[src/rtl/bmc_tx_pkg.sv]
package bmc_tx_pkg;

  localparam int SLOTS      = 32;
  localparam int PRE_SLOTS  = 4;
  localparam int PRE_CELLS  = 2 * PRE_SLOTS;
  localparam int CODE_W     = 4;
  localparam int WORD_W     = SLOTS;
  localparam int PAYLOAD_W  = SLOTS - PRE_SLOTS;
  localparam int VALID_SLOT = 28;

  localparam logic [CODE_W-1:0] CODE_BLK = 4'h1;
  localparam logic [CODE_W-1:0] CODE_CHA = 4'h2;
  localparam logic [CODE_W-1:0] CODE_CHB = 4'h3;

  typedef enum logic [1:0] {
    PRE_BLK = 2'd0,
    PRE_CHA = 2'd1,
    PRE_CHB = 2'd2
  } pre_e;

  // Cell pattern for a low line before the preamble, first cell in the MSB.
  function automatic logic [PRE_CELLS-1:0] pre_pattern(pre_e p);
    case (p)
      PRE_BLK: return 8'b1110_1000;
      PRE_CHA: return 8'b1110_0010;
      default: return 8'b1110_0100;
    endcase
  endfunction

endpackage

[src/rtl/bmc_tx_hold.sv]
module bmc_tx_hold #(
  parameter int W = 32
) (
  input  logic         clk,
  input  logic         rst_n,
  input  logic         s_valid,
  output logic         s_ready,
  input  logic [W-1:0] s_data,
  input  logic         take,
  output logic         full,
  output logic [W-1:0] data
);

  logic         full_q;
  logic [W-1:0] data_q;

  assign s_ready = !full_q;
  assign full    = full_q;
  assign data    = data_q;

  always_ff @(posedge clk) begin
    if (!rst_n) begin
      full_q <= 1'b0;
      data_q <= '0;
    end else if (s_valid && !full_q) begin
      full_q <= 1'b1;
      data_q <= s_data;
    end else if (take) begin
      full_q <= 1'b0;
    end
  end

endmodule

[src/rtl/bmc_tx_sequencer.sv]
module bmc_tx_sequencer
  import bmc_tx_pkg::*;
#(
  parameter int FRAMES_PER_BLOCK = 192
) (
  input  logic                 clk,
  input  logic                 rst_n,
  input  logic                 boundary,
  input  logic                 have_word,
  input  logic [WORD_W-1:0]    word,
  output logic                 take,
  output pre_e                 ptype,
  output logic [PAYLOAD_W-1:0] payload,
  output logic                 underrun
);

  localparam int FCNT_W  = $clog2(FRAMES_PER_BLOCK);
  localparam int BODY_W  = PAYLOAD_W - 1;
  localparam int VAL_IDX = VALID_SLOT - PRE_SLOTS;
  localparam logic [FCNT_W-1:0] LAST_FRAME = FCNT_W'(FRAMES_PER_BLOCK - 1);

  logic              next_is_b;
  logic [FCNT_W-1:0] next_frame;
  logic [CODE_W-1:0] code;
  logic              code_ok;
  pre_e              auto_type;
  logic [BODY_W-1:0] body;
  logic [BODY_W-1:0] null_body;

  assign code    = word[CODE_W-1:0];
  assign code_ok = have_word &&
                   ((code == CODE_BLK) || (code == CODE_CHA) || (code == CODE_CHB));

  assign auto_type = next_is_b           ? PRE_CHB :
                     (next_frame == '0)  ? PRE_BLK : PRE_CHA;

  always_comb begin
    ptype = auto_type;
    if (code_ok) begin
      case (code)
        CODE_BLK: ptype = PRE_BLK;
        CODE_CHA: ptype = PRE_CHA;
        default:  ptype = PRE_CHB;
      endcase
    end
  end

  always_comb begin
    null_body          = '0;
    null_body[VAL_IDX] = 1'b1;
  end

  assign body    = have_word ? word[WORD_W-2:CODE_W] : null_body;
  assign payload = {^body, body};
  assign take    = boundary && have_word;

  always_ff @(posedge clk) begin
    if (!rst_n) begin
      next_is_b  <= 1'b0;
      next_frame <= '0;
      underrun   <= 1'b0;
    end else begin
      underrun <= boundary && !have_word;
      if (boundary) begin
        if (ptype == PRE_CHB) begin
          next_is_b <= 1'b0;
        end else begin
          next_is_b <= 1'b1;
          if (ptype == PRE_BLK)
            next_frame <= FCNT_W'(1);
          else if (next_frame == LAST_FRAME)
            next_frame <= '0;
          else
            next_frame <= next_frame + 1'b1;
        end
      end
    end
  end

endmodule

[src/rtl/bmc_tx_encoder.sv]
module bmc_tx_encoder
  import bmc_tx_pkg::*;
#(
  parameter int NSLOTS = 32
) (
  input  logic                       clk,
  input  logic                       rst_n,
  input  logic                       half_bit_en,
  input  pre_e                       ptype,
  input  logic [NSLOTS-PRE_SLOTS-1:0] payload,
  output logic                       boundary,
  output logic                       line_out
);

  localparam int CELLS  = 2 * NSLOTS;
  localparam int CELL_W = $clog2(CELLS);
  localparam int DATA_W = NSLOTS - PRE_SLOTS;
  localparam int PIDX_W = $clog2(PRE_CELLS);
  localparam logic [CELL_W-1:0] LAST_CELL = CELL_W'(CELLS - 1);

  logic [CELL_W-1:0]    cell_q, cell_nxt;
  logic                 line_q, ref_q, line_nxt;
  logic [PRE_CELLS-1:0] pat_q, pat_new;
  logic [DATA_W-1:0]    bits_q;
  logic [CELL_W-2:0]    didx;
  logic [PIDX_W-1:0]    pidx;

  assign boundary = half_bit_en && (cell_q == LAST_CELL);
  assign cell_nxt = boundary ? '0 : cell_q + 1'b1;
  assign pat_new  = pre_pattern(ptype);
  assign pidx     = PIDX_W'(PRE_CELLS - 1) - cell_nxt[PIDX_W-1:0];
  assign didx     = cell_nxt[CELL_W-1:1] - (CELL_W-1)'(PRE_SLOTS);

  always_comb begin
    if (boundary)
      line_nxt = pat_new[PRE_CELLS-1] ^ line_q;
    else if (cell_nxt < CELL_W'(PRE_CELLS))
      line_nxt = pat_q[pidx] ^ ref_q;
    else if (!cell_nxt[0])
      line_nxt = ~line_q;
    else
      line_nxt = line_q ^ bits_q[didx];
  end

  always_ff @(posedge clk) begin
    if (!rst_n) begin
      cell_q <= LAST_CELL;
      line_q <= 1'b0;
      ref_q  <= 1'b0;
      pat_q  <= '0;
      bits_q <= '0;
    end else if (half_bit_en) begin
      cell_q <= cell_nxt;
      line_q <= line_nxt;
      if (boundary) begin
        ref_q  <= line_q;
        pat_q  <= pat_new;
        bits_q <= payload;
      end
    end
  end

  assign line_out = line_q;

endmodule

[src/rtl/bmc_frame_tx.sv]
module bmc_frame_tx
  import bmc_tx_pkg::*;
#(
  parameter int FRAMES_PER_BLOCK = 192
) (
  input  logic              clk,
  input  logic              rst_n,
  input  logic              half_bit_en,
  input  logic              s_valid,
  output logic              s_ready,
  input  logic [WORD_W-1:0] s_data,
  output logic              line_out,
  output logic              underrun
);

  logic                 have_word;
  logic [WORD_W-1:0]    held_word;
  logic                 take;
  logic                 boundary;
  pre_e                 ptype;
  logic [PAYLOAD_W-1:0] payload;

  bmc_tx_hold #(.W(WORD_W)) i_hold (
    .clk     (clk),
    .rst_n   (rst_n),
    .s_valid (s_valid),
    .s_ready (s_ready),
    .s_data  (s_data),
    .take    (take),
    .full    (have_word),
    .data    (held_word)
  );

  bmc_tx_sequencer #(.FRAMES_PER_BLOCK(FRAMES_PER_BLOCK)) i_seq (
    .clk       (clk),
    .rst_n     (rst_n),
    .boundary  (boundary),
    .have_word (have_word),
    .word      (held_word),
    .take      (take),
    .ptype     (ptype),
    .payload   (payload),
    .underrun  (underrun)
  );

  bmc_tx_encoder #(.NSLOTS(SLOTS)) i_enc (
    .clk         (clk),
    .rst_n       (rst_n),
    .half_bit_en (half_bit_en),
    .ptype       (ptype),
    .payload     (payload),
    .boundary    (boundary),
    .line_out    (line_out)
  );

endmodule

[config.mk]
export PLATFORM = sky130hd
export DESIGN_NAME = bmc_frame_tx
export DESIGN_NICKNAME = d
export VERILOG_FILES = /design/src/rtl/bmc_tx_pkg.sv /design/src/rtl/bmc_tx_hold.sv /design/src/rtl/bmc_tx_sequencer.sv /design/src/rtl/bmc_tx_encoder.sv /design/src/rtl/bmc_frame_tx.sv
export SDC_FILE = /design/constraint.sdc
export NUM_CORES = 1
export LEC_CHECK = 0
export BUFFER_PORTS_ARGS = -buffer_cell sky130_fd_sc_hd__buf_2
export CORE_ASPECT_RATIO = 1.1
export CORE_MARGIN = 2
export CORE_UTILIZATION = 45
export DETAILED_ROUTE_END_ITERATION = 10
export GPL_TIMING_DRIVEN = 0
export PLACE_DENSITY = 0.69
export SYNTH_ARGS = -nofsm -noshare
export SYNTH_HDL_FRONTEND = slang
export SYNTH_SLANG_ARGS = --single-unit
[constraint.sdc]
create_clock -name clk -period 7.35 [get_ports clk]
set_input_delay 0.735 -clock clk [delete_from_list [all_inputs] [get_ports clk]]
set_output_delay 0.735 -clock clk [all_outputs]
set_load 0.03 [all_outputs]
; ---- Yosys cells after proc, flatten, opt, wreduce, memory -nomap -nowiden
; Index checks and enable logic that the tools add are counted.
[totals]
ff_bits = 86
input_bits = 36
out_inout_bits = 3
wordCells = 62
[op_classes]
add_sub_neg = 4
order_cmp = 3
n_eq_ne = 7
mux = 19
bitwise = 5
reduce_logical = 14
[ops]
columns = op, count
row1 = 27-bit 2-to-1 mux, 1
row2 = 27-bit parity, 1
row3 = 8-bit 2-to-1 mux, 2
row4 = 1-bit 2-to-1 mux, 9
row5 = "8-bit by 1-bit adder with 8-bit output, second input constant", 1
row6 = "4-bit by 2-bit == test with 1-bit output, second input constant", 2
row7 = "8-bit == test, second input constant", 1
row8 = 8-bit zero test, 1
row9 = 4-bit one-hot mux with 2 select lines, 1
row10 = "6-bit by 1-bit adder with 6-bit output, second input constant", 1
row11 = "6-bit == test, second input constant", 1
row12 = "5-bit by 6-bit < comparator with 1-bit output, second input constant", 1
row13 = "6-bit by 4-bit < comparator with 1-bit output, second input constant", 1
row14 = 6-bit 2-to-1 mux, 1
row15 = 1-bit binary-select mux with 5-bit select, 1
row16 = 1-bit logical AND, 5
row17 = "5-bit by 3-bit subtractor with 5-bit output, second input constant", 1
row18 = "4-bit by 1-bit == test with 1-bit output, second input constant", 1
row19 = "3-bit by 4-bit < comparator with 1-bit output, second input constant", 1
row20 = 2-bit 2-to-1 mux, 2
row21 = 2-bit one-hot mux with 2 select lines, 1
row22 = 2-bit AND reduction, 2
row23 = 1-bit binary-select mux with 3-bit select, 1
row24 = "3-bit subtractor, first input constant", 1
row25 = other kinds (9), 12

; ---- Logic depth before layout (Yosys ltp)
; Gate-level depths: netlist of the first run.
[logic_depth]
word_depth = 10
depth_mapped = 12
depth_no_buf = 11

; ---- Modules after synthesis
; Synthesis of the first run repeated with hierarchy kept, for this count alone.
[hier_totals]
cells_unflattened = 510
area_unflattened_um2 = 4458.0
[by_module_without_submodules]
columns = mod, instances, cells_per_inst, area_each_um2, seq_area_each_um2
row1 = bmc_tx_encoder, 1, 234, 2043.2, 800.8
row2 = bmc_tx_hold, 1, 144, 1355.0, 660.6
row3 = bmc_tx_sequencer, 1, 132, 1059.8, 200.2

; ---- Least setup slack after synthesis of the first run
; OpenSTA, ideal clock, no wires.
[synth_timing]
path_type = input to register
startpoint = in half_bit_en
endpoint = reg i_enc.line_q (netlist: i_enc.line_out)
setup_ns = 0.133
arrival_time_ns = 2.555
required_time_ns = 7.217
path_slack_ns = 4.663
stages = 11
path_buffers = 1
path_cell_list = nand4_2 -> or2_0 -> buf_2 -> nand2_2 -> ha_1 -> or4_1 -> nand4_2 -> mux2i_1 -> o211ai_1 -> a21oi_1 -> a311oi_1
[synth_between]
elab_chain_cells = 9
word_cells_on_any_way = 14
cone_classes = add/sub (2) / order compare (1) / mux (8) / bitwise (2) / reduce/logical (1)
[synth_lines]
columns = item, line
row1 = from (decl), bmc_frame_tx.sv:8  ; input logic half_bit_en,
row2 = 1-bit logical AND, bmc_tx_encoder.sv:28  ; assign boundary = half_bit_en && (cell_q == LAST_CELL);
row3 = 6-bit 2-to-1 mux, bmc_tx_encoder.sv:29  ; assign cell_nxt = boundary ? '0 : cell_q + 1'b1;
row4 = 5-bit by 3-bit subtractor with 5-bit output, bmc_tx_encoder.sv:32  ; assign didx = cell_nxt[CELL_W-1:1] - (CELL_W-1)'(PRE_SLOTS);
row5 = 1-bit binary-select mux with 5-bit select, bmc_tx_encoder.sv:42  ; line_nxt = line_q ^ bits_q[didx];
row6 = 1-bit 2-to-1 mux (not written as such), bmc_tx_encoder.sv:42
row7 = 1-bit bitwise XOR, bmc_tx_encoder.sv:42
row8 = 1-bit 2-to-1 mux, bmc_tx_encoder.sv:39  ; else if (!cell_nxt[0])
row9 = 1-bit 2-to-1 mux, bmc_tx_encoder.sv:37  ; else if (cell_nxt < CELL_W'(PRE_CELLS))
row10 = 1-bit 2-to-1 mux, bmc_tx_encoder.sv:35  ; if (boundary)
row11 = to (signal assigned), bmc_tx_encoder.sv:54  ; line_q <= line_nxt;
row12 = to (decl), bmc_tx_encoder.sv:22  ; logic line_q, ref_q, line_nxt;
; Parallel ways exist; a longest one is shown, timed or not. The select of a mux whose other input is x is not followed.
; A chain may end at the register's enable or synchronous reset.

; ---- Worst setup path after layout of the first run
[layout_timing]
startpoint = reg i_enc.cell_q[1]
endpoint = reg i_enc.line_q (netlist: i_enc.line_out)
[layout_between]
elab_chain_cells = 10
word_cells_on_any_way = 16
cone_classes = add/sub (3) / order compare (1) / eq/ne (1) / mux (8) / bitwise (2) / reduce/logical (1)
[layout_lines]
columns = item, line
row1 = from (decl), bmc_tx_encoder.sv:21  ; logic [CELL_W-1:0] cell_q, cell_nxt;
row2 = from (signal assigned), bmc_tx_encoder.sv:53  ; cell_q <= cell_nxt;
row3 = "parallel branches: the longest is 9 deep, another holds 6-bit by 1-bit adder with 6-bit output", n/a
row4 = 1-bit 2-to-1 mux *, bmc_tx_encoder.sv:35
; Mark *: on every way between the ends. The select of a mux whose other input is x is not followed.

==> results of run 1 <==
==> through the flow <==
stage               instance area, sq um  hold WS, ns
floorplan                           3960        0.436
global placement                    4280        0.445
detailed placement                  4280        0.452
CTS                                 4470        0.463
global route                        4470        0.487
finish                              4470        0.459
==> cells by family (layout without fill, tap and decap cells) <==
family / Yosys count / in the layout / share of synthesized area (%)
multiplexers: 11 / 11 / 5.56
XOR/XNOR: 36 / 36 / 8.15
AND/OR/NAND/NOR: 181 / 181 / 20.7
flip-flops: 82 / 82 / 41.5
buffers and inverters: 38 / 91 / 3.76
AO/OA/AOI/OAI: 100 / 100 / 19.1
adder cells (fa/ha/maj): 4 / 4 / 1.26
==> worst min-delay path, cell delays in order, from the launching register on <==
cell      delay [ns]
dfxtp_1         0.31
nand2_1         0.04
a21boi_0        0.06
==> layout make-up <==
class,instances,area share [%]
Timing Repair Buffer,37,4.14
Buffer,32,2.83
Clock inverter,6,1.29
Clock buffer,10,2.86
Sequential cell,82,36.7
Multi-Input combinational cell,332,48.5
Tap cell,111,3.11
Inverter,6,0.504
==> sequential cells by signal (all words and copies together), names as in the netlist <==
register          flops
i_seq.next_frame      8
i_hold.full           1
i_enc.cell_q          6
i_hold.data          31
i_enc.pat_q           4
i_enc.line_out        1
i_enc.bits_q         28
i_seq.underrun        1
i_enc.ref_q           1
i_seq.next_is_b       1
==> how the worst min path moves through the flow <==
stage	startpoint	endpoint	slack, ns
floorplan	i_enc.bits_q[13]	i_enc.bits_q[13]	0.44
global placement	i_enc.bits_q[10]	i_enc.bits_q[10]	0.45
detailed placement	i_enc.bits_q[22]	i_enc.bits_q[22]	0.45
CTS	i_enc.bits_q[22]	i_enc.bits_q[22]	0.46
global route	i_enc.bits_q[5]	i_enc.bits_q[5]	0.49
finish	i_enc.bits_q[15]	i_enc.bits_q[15]	0.46
==> power by group through the flow <==
| stage | Combinational (mW) | Sequential [mW] | Clock (mW) |
|---|---|---|---|
| floorplan | 0.187 | 0.496 | 0 |
| global placement | 0.239 | 0.498 | 0 |
| detailed placement | 0.244 | 0.498 | 0 |
| CTS | 0.245 | 0.488 | 0.321 |
| global route | 0.275 | 0.491 | 0.341 |
| finish | 0.244 | 0.488 | 0.314 |
==> cell usage in the layout (no fill, tap or decap), drive strengths merged, types with 3 or more instances in the layout <==
master | Yosys | final
clkbuf | 27 | 37
inv | 6 | 6
nor2b | 4 | 4
nor2 | 11 | 11
o211ai | 3 | 3
buf | 5 | 42
mux2i | 4 | 4
nand2 | 109 | 109
a21boi | 61 | 61
xor2 | 11 | 11
o21ai | 14 | 14
and3 | 9 | 9
a21oi | 5 | 5
clkinv | 0 | 4
ha | 4 | 4
xnor2 | 25 | 25
mux4 | 7 | 7
nand4 | 6 | 6
nand3 | 29 | 29
dfxtp | 82 | 82
==> metal layers <==
| layer | wire length, um | track usage, % | vias to the layer above | part of all wire, % |
|---|---|---|---|---|
| li1 | - | - | 1657 | - |
| met1 | 3890 | 24.3 | 1485 | 47 |
| met2 | 3930 | 31.4 | 59 | 47 |
| met3 | 323 | 3.24 | 15 | 3.9 |
| met4 | 159 | 8.37 | 0 | 1.9 |
| met5 | 0 | 0 | - | 0 |
==> Yosys cell counts, types with 2 or more instances <==
| cell type | instances |
|---|---|
| a21boi_0 | 59 |
| a21boi_1 | 2 |
| a21oi_1 | 5 |
| and2_1 | 2 |
| and3_1 | 9 |
| buf_2 | 5 |
| clkbuf_1 | 27 |
| dfxtp_1 | 82 |
| ha_1 | 4 |
| inv_1 | 6 |
| mux2i_1 | 4 |
| mux4_1 | 6 |
| nand2_1 | 108 |
| nand3_1 | 29 |
| nand3b_1 | 2 |
| nand4_1 | 4 |
| nand4_2 | 2 |
| nor2_1 | 10 |
| nor2b_1 | 4 |
| o211ai_1 | 3 |
| o21a_1 | 2 |
| o21ai_0 | 11 |
| o21ai_1 | 3 |
| xnor2_1 | 25 |
| xor2_1 | 10 |
==> PnR_summary.wiki, run 1 <==
{| class="wikitable"
! Metric !! Value
|-
| Length of the first detailed-routing pass in iterations || 4
|-
| Worst vdd rail ir drop || 0.135 mV
|-
| Antenna violations before repair || 0
|-
| CP required || 7.61 ns
|-
| Switching share of total power || 30.6%
|-
| Number of cells produced by synthesis || 452
|-
| Setup-failing EPs final || 0
|-
| Slowest cell on the critical path || or4_1
|-
| Vias in the first global route || 3,080
|-
| Die Outline Area || 9560 sq um
|-
| Initial standard-cell utilization of the core || 46.8%
|-
| Synthesized area divided by synthesized cell count || 8.76 sq um
|-
| Worst path bufs/invs || 1
|-
| Total global-route track usage || 18.9%
|-
| Root Buffer Master || clkbuf_8
|-
| Net switching power || 321 uW
|-
| Avg Vias per Cell || 5.22
|-
| Part of the total power dissipated in combinational logic || 23.3%
|-
| Syn Nets || 492
|-
| TritonCTS clock tree || yes
|-
| Maximum buffer depth of the clock tree || 2
|-
| Top cells by area, synth || dfxtp_1 (41%), a21boi_0 (11%), nand2_1 (10%)
|-
| Area fraction of the dominant cell type after synthesis || 41.5%
|-
| Clock Sinks || 82
|-
| Worst hold path stage count || 2
|-
| Total Neg Setup Slack || 0 ns
|-
| Total number of vias || 3,216
|-
| Layout cells sized above 1 || 13.3%
|-
| FILL cells || 813
|-
| Setup crit end || i_enc.line_out
|-
| Internal power contribution || 726 uW
|-
| HPWL after DPL || 6090 um
|-
| Buffer count from post-CTS setup fixing || 0
|-
| Max-slew violation count || 0
|-
| Smallest setup slack after layout || 4.30 ns
|-
| Setup repair after global routing missed its margin || no
|-
| Clock period minus final worst setup slack || 3.05 ns
|-
| Clock share of power || 30.0%
|-
| Drt total wl || 8310 um
|-
| Num ports || 39
|-
| Number of cells on the critical path || 12
|-
| Final net count || 540
|-
| Start of the worst register-to-register path || i_enc.cell_q[1]
|-
| Fraction of synthesis flops using an asynchronous set or reset pin || 0%
|-
| Port Buf Inserts || 37
|-
| Setup slack of the most critical reg-to-reg path || 4.30 ns
|-
| Maximum number of pins on one net before global-route repair || 14
|-
| Final period utilization || 41.4%
|-
| Relative area change from synthesis to final layout || 12.9%
|-
| Register Area || 1640 sq um
|-
| Outcome || completed
|-
| TritonCTS Buffers || 9
|-
| Number of gates given a new drive strength after cts || 0
|-
| Proportion of synthesized chip area in sequential cells || 41.5%
|-
| Yosys warnings || 0
|-
| Leakage Power || 1.69 nW
|-
| Max-slew headroom || 53.5%
|-
| Number of inserted diodes || 0
|-
| Logic depth of the worst register-to-register path || 12
|-
| Library cells used by synthesis || 53
|-
| Main synth FF type || dfxtp_1
|-
| H-Tree Level Count || 3
|-
| Clock Pin Slew Worst Setup and Hold Paths || 0.08 ns
|-
| Vert. Die Dim || 102 um
|-
| Arrival time of the worst setup path || 3.30 ns
|-
| Delay of the slowest critical-path stage || 0.55 ns
|-
| Total design power || 1.05 mW
|-
| Die extent in x || 93.4 um
|-
| Power per standard cell area || 234 nW/um^2
|-
| Launching instance or port of the critical path || i_enc.cell_q[1]
|-
| Hold bufs inserted after CTS || 0
|-
| Yosys reg bits || 82
|-
| Top delay family on crit path || simple AND/OR/NAND/NOR gates
|-
| Slew @ Worst Pin || 0.698 ns
|-
| Global-route wire length before repair || 14,200 um
|-
| Non-filler instance count after layout || 616
|-
| Standard cell core area || 8450 sq um
|-
| Critical-path cell list || ha_1 > nand4_2 > or2_0 > buf_2 > nand2_2 > ha_1 > or4_1 > nand4_2 > mux2i_1 > o211ai_1 > a21oi_1 > a311oi_1
|-
| Area leader, netlist || dfxtp_1
|-
| Core Util, Final || 52.9%
|-
| Startpoint-to-endpoint class of the critical path || flip-flop to flip-flop
|-
| Worst slack after detailed placement || 4.23 ns
|-
| Cell Area, Synth || 3960 sq um
|-
| Detailed Route Iter0 Violations || 160
|-
| Kind of start point of the critical path || flip-flop
|-
| Area of combinational cells with multiple inputs || 2170 sq um
|-
| Gpl congestion || 0.828
|-
| Max Cap Viol || 0
|-
| Count of final hold-check violations || 0
|-
| Post-DR wirelength/cell || 13.5 um
|-
| Number of enable flip-flop cells after synthesis || 0
|-
| Worst-path fanout max || 10
|-
| Clock Skew || 0.00660 ns
|-
| Tightest Hold Check Type || flip-flop to flip-flop
|-
| Fmax || 328 MHz
|-
| Final routed DRC violation total || 0
|-
| R2R Path End || i_enc.line_out
|-
| Flop pwr share || 46.6%
|-
| Number of nets with antenna violations after routing || 0
|-
| Critical Path Sink Type || flip-flop
|-
| Number of instances in the placed design || 600
|-
| Number of rows created at floorplan || 35
|-
| Clock latency on the worst-skew pair || 0.35 ns
|-
| Residual overflow from global routing || 0
|}
Power figures use the tool's default switching activity.
==> run 2, diff against run 1 <==
==> constraint.sdc (replaced) <==
create_clock -name clk -period 3.1 [get_ports clk]
set_input_delay 0.31 -clock clk [delete_from_list [all_inputs] [get_ports clk]]
set_output_delay 0.31 -clock clk [all_outputs]
set_load 0.03 [all_outputs]
==> PnR_summary.wiki, run 2 (same netlist as run 1, synthesis figures left out) <==
{| class="wikitable"
! Metric !! Value
|-
| Avg Vias per Cell || 5.20
|-
| Post-DR wirelength/cell || 13.6 um
|-
| Drt total wl || 8350 um
|-
| Clock period minus final worst setup slack || 2.89 ns
|-
| Number of instances in the placed design || 600
|-
| TritonCTS clock tree || yes
|-
| Slew @ Worst Pin || 0.697 ns
|-
| TritonCTS Buffers || 9
|-
| Gpl congestion || 0.828
|-
| Port Buf Inserts || 37
|-
| Hold bufs inserted after CTS || 0
|-
| Startpoint-to-endpoint class of the critical path || flip-flop to flip-flop
|-
| Fmax || 346 MHz
|-
| R2R Path End || i_enc.line_out
|-
| Max-slew violation count || 0
|-
| Critical Path Sink Type || flip-flop
|-
| Total number of vias || 3,205
|-
| Vias in the first global route || 3,080
|-
| Non-filler instance count after layout || 616
|-
| Slowest cell on the critical path || or4_1
|-
| Worst Hold Launch || s_data[7]
|-
| Final routed DRC violation total || 0
|-
| Final hold slack || 0.199 ns
|-
| Met2 usage in global routing || 31.4%
|-
| Number of inserted diodes || 0
|-
| Most frequent cells in the layout || nand2_1 (108), dfxtp_1 (82), a21boi_0 (59)
|-
| Core Util, Final || 53.0%
|-
| Length of the first detailed-routing pass in iterations || 4
|-
| Setup-failing EPs final || 0
|-
| Num ports || 39
|-
| Worst-path fanout max || 10
|-
| Kind of start point of the critical path || flip-flop
|-
| CP required || 3.36 ns
|-
| Critical-path cell list || ha_2 > nand4_2 > or2_0 > clkbuf_4 > nand2_2 > ha_2 > or4_1 > nand4_2 > mux2i_1 > o211ai_1 > a21oi_1 > a311oi_1
|-
| Global routing usage on met1 || 24.3%
|-
| Relative area change from synthesis to final layout || 13.1%
|-
| Max Cap Viol || 0
|-
| Clock Sinks || 82
|-
| Tightest Hold Check Type || input port to flip-flop
|-
| Global-route wire length before repair || 14,200 um
|-
| Leading cell type in the layout, fill and taps excluded || nand2_1
|-
| Final period utilization || 93.3%
|-
| Setup slack of the most critical reg-to-reg path || 0.21 ns
|-
| Launching instance or port of the critical path || i_enc.cell_q[1]
|-
| Start of the worst register-to-register path || i_enc.cell_q[1]
|-
| Worst vdd rail ir drop || 0.321 mV
|-
| Max-slew headroom || 53.5%
|-
| Arrival time of the worst setup path || 3.15 ns
|-
| Outcome || completed
|-
| Number of rows created at floorplan || 35
|-
| Leakage Power || 1.69 nW
|-
| Initial standard-cell utilization of the core || 46.8%
|-
| Clock latency on the worst-skew pair || 0.35 ns
|-
| Maximum number of pins on one net before global-route repair || 14
|-
| Logic depth of the worst register-to-register path || 12
|-
| Total Neg Setup Slack || 0 ns
|-
| Delay of the slowest critical-path stage || 0.53 ns
|-
| Power per standard cell area || 556 nW/um^2
|-
| Detailed Route Iter0 Violations || 147
|-
| Worst path bufs/invs || 1
|-
| Die Outline Area || 9560 sq um
|-
| Setup repair after global routing missed its margin || no
|-
| H-Tree Level Count || 3
|-
| Die extent in x || 93.4 um
|-
| Vert. Die Dim || 102 um
|-
| Residual overflow from global routing || 0
|-
| Endpoint, Worst Hold || i_hold.data[7]
|-
| HPWL after DPL || 6090 um
|-
| Clock Pin Slew Worst Setup and Hold Paths || 0.08 ns
|-
| Standard cell core area || 8450 sq um
|-
| Clock Skew || 0.00933 ns
|-
| Number of nets with antenna violations after routing || 0
|-
| Global routing's busiest layer || met2
|-
| Flip-flop count of the largest register after layout || 31
|-
| Layout cells sized above 1 || 13.7%
|-
| Count of final hold-check violations || 0
|-
| Root Buffer Master || clkbuf_8
|-
| Top delay family on crit path || simple AND/OR/NAND/NOR gates
|-
| Maximum buffer depth of the clock tree || 2
|-
| Final net count || 540
|-
| Antenna violations before repair || 0
|-
| Met3 usage in global routing || 3.24%
|-
| Worst hold path stage count || 3
|-
| Total global-route track usage || 18.9%
|}
-- run 2: cell types whose count changed in the layout (fill, tap and decap cells not counted), sizes merged --
cell    delta
buf        -1
clkbuf     +1
-- run 2: metrics by stage --
step	instance area (sq um)	setup slack, ns	total power [mW]
floorplan	3960	0.478	1.62
global route	4480	0.00615	2.63
detailed placement	4280	0.129	1.76
CTS	4470	0.0847	2.50
finish	4480	0.208	2.49
global placement	4280	0.161	1.75
-- run 2: worst max path at each step --
stage / end / slack [ns] / depth (start not counted)
after floorplan: i_enc.line_out / 0.48 / 12
after global placement: i_enc.line_out / 0.16 / 12
after detailed placement: i_enc.line_out / 0.13 / 12
after CTS: i_enc.line_out / 0.08 / 12
after global routing: i_enc.line_out / 0.006 / 12
final: i_enc.line_out / 0.21 / 12
-- run 2: area by class of cell --
class	instances	area, sq um
multi-input combinational	332	2170
clock buffer	10	128
fill	814	3980
buffer	32	129
timing repair buffer	37	185
clock inverter	6	57.6
inverter	6	22.5
sequential	82	1640
tap	111	139
-- run 2: timing repair --
| item | CTS | global route |
|---|---|---|
| setup endpoints to repair | 0 | 1 |
| resized for setup | 0 | 3 |
| buffers inserted | 0 | 0 |
-- run 2: worst register-to-register path: stages, from the launching register on --
cell      delay, ns
dfxtp_1        0.37
ha_2           0.25
nand4_2        0.15
or2_0          0.13
clkbuf_4       0.22
nand2_2        0.12
ha_2           0.22
or4_1          0.53
nand4_2        0.17
mux2i_1        0.10
o211ai_1       0.22
a21oi_1        0.11
a311oi_1       0.20
-- run 2: per-layer routing --
| layer | routed length [um] | share of wire [%] |
|---|---|---|
| met5 | 0 | 0 |
| met4 | 166 | 2.0 |
| met3 | 294 | 3.5 |
| met2 | 3950 | 47 |
| met1 | 3940 | 47 |
-- run 2: power by group --
part / total (mW) / switching [mW] / leakage [nW] / internal (mW)
Clock: 0.748 / 0.381 / 0.0958 / 0.367
Sequential: 1.16 / 0.0472 / 0.669 / 1.11
Combinational: 0.584 / 0.336 / 0.928 / 0.248
Total: 2.49 / 0.764 / 1.69 / 1.73
==> run 3, diff against run 2 <==
--- a/config.mk
+++ b/config.mk
@@ -6,8 +6,9 @@
 export NUM_CORES = 1
 export LEC_CHECK = 0
 export BUFFER_PORTS_ARGS = -buffer_cell sky130_fd_sc_hd__buf_2
+export CAP_MARGIN = 20
 export CORE_ASPECT_RATIO = 1.1
-export CORE_MARGIN = 2
+export CORE_MARGIN = 5
 export CORE_UTILIZATION = 45
 export DETAILED_ROUTE_END_ITERATION = 10
 export GPL_TIMING_DRIVEN = 0
==> PnR_summary.wiki, run 3 (same netlist as run 1, synthesis figures left out) <==
{| class="wikitable"
! Metric !! Value
|-
| Startpoint-to-endpoint class of the critical path || flip-flop to flip-flop
|-
| Root Buffer Master || clkbuf_8
|-
| Vias in the first global route || 3,208
|-
| Power per standard cell area || 576 nW/um^2
|-
| Total Neg Setup Slack || 0 ns
|-
| Residual overflow from global routing || 0
|-
| Antenna violations before repair || 0
|-
| Vert. Die Dim || 108 um
|-
| Max-slew violation count || 0
|-
| Detailed Route Iter0 Violations || 137
|-
| Area of combinational cells with multiple inputs || 2170 sq um
|-
| Maximum number of pins on one net before global-route repair || 14
|-
| Global-route wire length before repair || 15,000 um
|-
| Critical Path Sink Type || flip-flop
|-
| Gpl congestion || 0.809
|-
| Worst-path fanout max || 10
|-
| Number of inserted diodes || 0
|-
| TritonCTS clock tree || yes
|-
| Setup repair after global routing missed its margin || no
|-
| Initial standard-cell utilization of the core || 45.3%
|-
| Length of the first detailed-routing pass in iterations || 4
|-
| Buffer count from post-CTS setup fixing || 0
|-
| Count of final hold-check violations || 0
|-
| Total global-route track usage || 17.4%
|-
| Outcome || completed
|-
| Clock latency on the worst-skew pair || 0.36 ns
|-
| Register Area || 1640 sq um
|-
| Final period utilization || 93.0%
|-
| Layout cells sized above 1 || 13.5%
|-
| Fmax || 347 MHz
|-
| Standard cell core area || 8740 sq um
|-
| Setup-failing EPs final || 0
|-
| TritonCTS Buffers || 9
|-
| Drt total wl || 8780 um
|-
| Leading cell type in the layout, fill and taps excluded || nand2_1
|-
| Avg Vias per Cell || 5.25
|-
| Post-DR wirelength/cell || 14.2 um
|-
| FILL cells || 848
|-
| Slew @ Worst Pin || 0.722 ns
|-
| Number of rows created at floorplan || 36
|-
| Worst vdd rail ir drop || 0.305 mV
|-
| HPWL after DPL || 6530 um
|-
| Clock Skew || 0.0138 ns
|-
| Kind of start point of the critical path || flip-flop
|-
| Maximum buffer depth of the clock tree || 2
|-
| Port Buf Inserts || 37
|-
| Clock period minus final worst setup slack || 2.88 ns
|-
| Clock Sinks || 82
|-
| Number of nets with antenna violations after routing || 0
|-
| Most frequent cells in the layout || nand2_1 (108), dfxtp_1 (82), a21boi_0 (59)
|-
| Die Outline Area || 10,800 sq um
|-
| Die extent in x || 99.4 um
|-
| Leakage Power || 1.71 nW
|-
| H-Tree Level Count || 3
|-
| Tightest Hold Check Type || input port to flip-flop
|-
| Max Cap Viol || 0
|-
| Final net count || 540
|-
| Core Util, Final || 51.6%
|-
| Final routed DRC violation total || 0
|-
| Total number of vias || 3,248
|-
| Max-slew headroom || 51.9%
|-
| Relative area change from synthesis to final layout || 13.9%
|-
| Flip-flop count of the largest register after layout || 31
|-
| CP required || 3.36 ns
|-
| Arrival time of the worst setup path || 3.15 ns
|-
| Num ports || 39
|-
| Clock Pin Slew Worst Setup and Hold Paths || 0.09 ns
|-
| Hold bufs inserted after CTS || 0
|}
## run 3: layout make-up
cell class / count / area share [%]
plain buffers: 32 / 2.86
clock inverters: 5 / 1.72
flip-flops and latches: 82 / 36.4
clock buffers: 11 / 3.13
repair buffers: 37 / 4.11
inverters: 6 / 0.499
well taps: 114 / 3.16
multi-input cells: 332 / 48.1
## run 3: routing by layer
layer / wire length [um] / global-route usage, %
met1: 3760 / 20.4
met2: 4640 / 31.9
met3: 258 / 3.35
met4: 121 / 5.56
met5: 0 / 0
## run 3: critical path, stage by stage, from the launching register on
cell      delay, ns
dfxtp_1        0.38
ha_2           0.25
nand4_2        0.14
or2_0          0.12
buf_4          0.19
nand2_2        0.12
ha_1           0.25
or4_1          0.53
nand4_2        0.16
mux2i_1        0.09
o211ai_1       0.21
a21oi_1        0.10
a311oi_1       0.22
## run 3: path summary, 6_finish.rpt
check | start | to | cells past startpoint | slack, ns
setup reg to reg | i_enc.cell_q[1] | i_enc.line_out | 12 | 0.22
setup / recovery | i_enc.cell_q[1] | i_enc.line_out | 12 | 0.22
hold reg to reg | i_enc.bits_q[11] | i_enc.bits_q[11] | 2 | 0.47
hold / removal | s_data[22] | i_hold.data[22] | 3 | 0.20
## run 3: what timing repair did
action	4_1_cts	5_1_grt
setup endpoints to repair	0	1
resized for setup	0	3
endpoints found under the hold margin	0	0
## run 3: per-stage QoR
step / total power [mW] / cell area (sq um) / cells / hold slack [ns] / setup WS [ns]
2_1_floorplan: 1.62 / 3960 / 452 / 0.436 / 0.478
6_report: 2.60 / 4510 / 619 / 0.197 / 0.217
3_5_place_dp: 1.77 / 4290 / 603 / 0.456 / 0.0845
5_1_grt: 2.74 / 4510 / 619 / 0.192 / 0.00442
4_1_cts: 2.62 / 4510 / 619 / 0.183 / 0.0573
3_3_place_gp: 1.75 / 4290 / 603 / 0.444 / 0.140
## run 3: power by group
| group | internal [mW] | switching, mW |
|---|---|---|
| combinational | 0.247 | 0.338 |
| sequential | 1.11 | 0.0464 |
| clock | 0.473 | 0.381 |
| total | 1.83 | 0.766 |
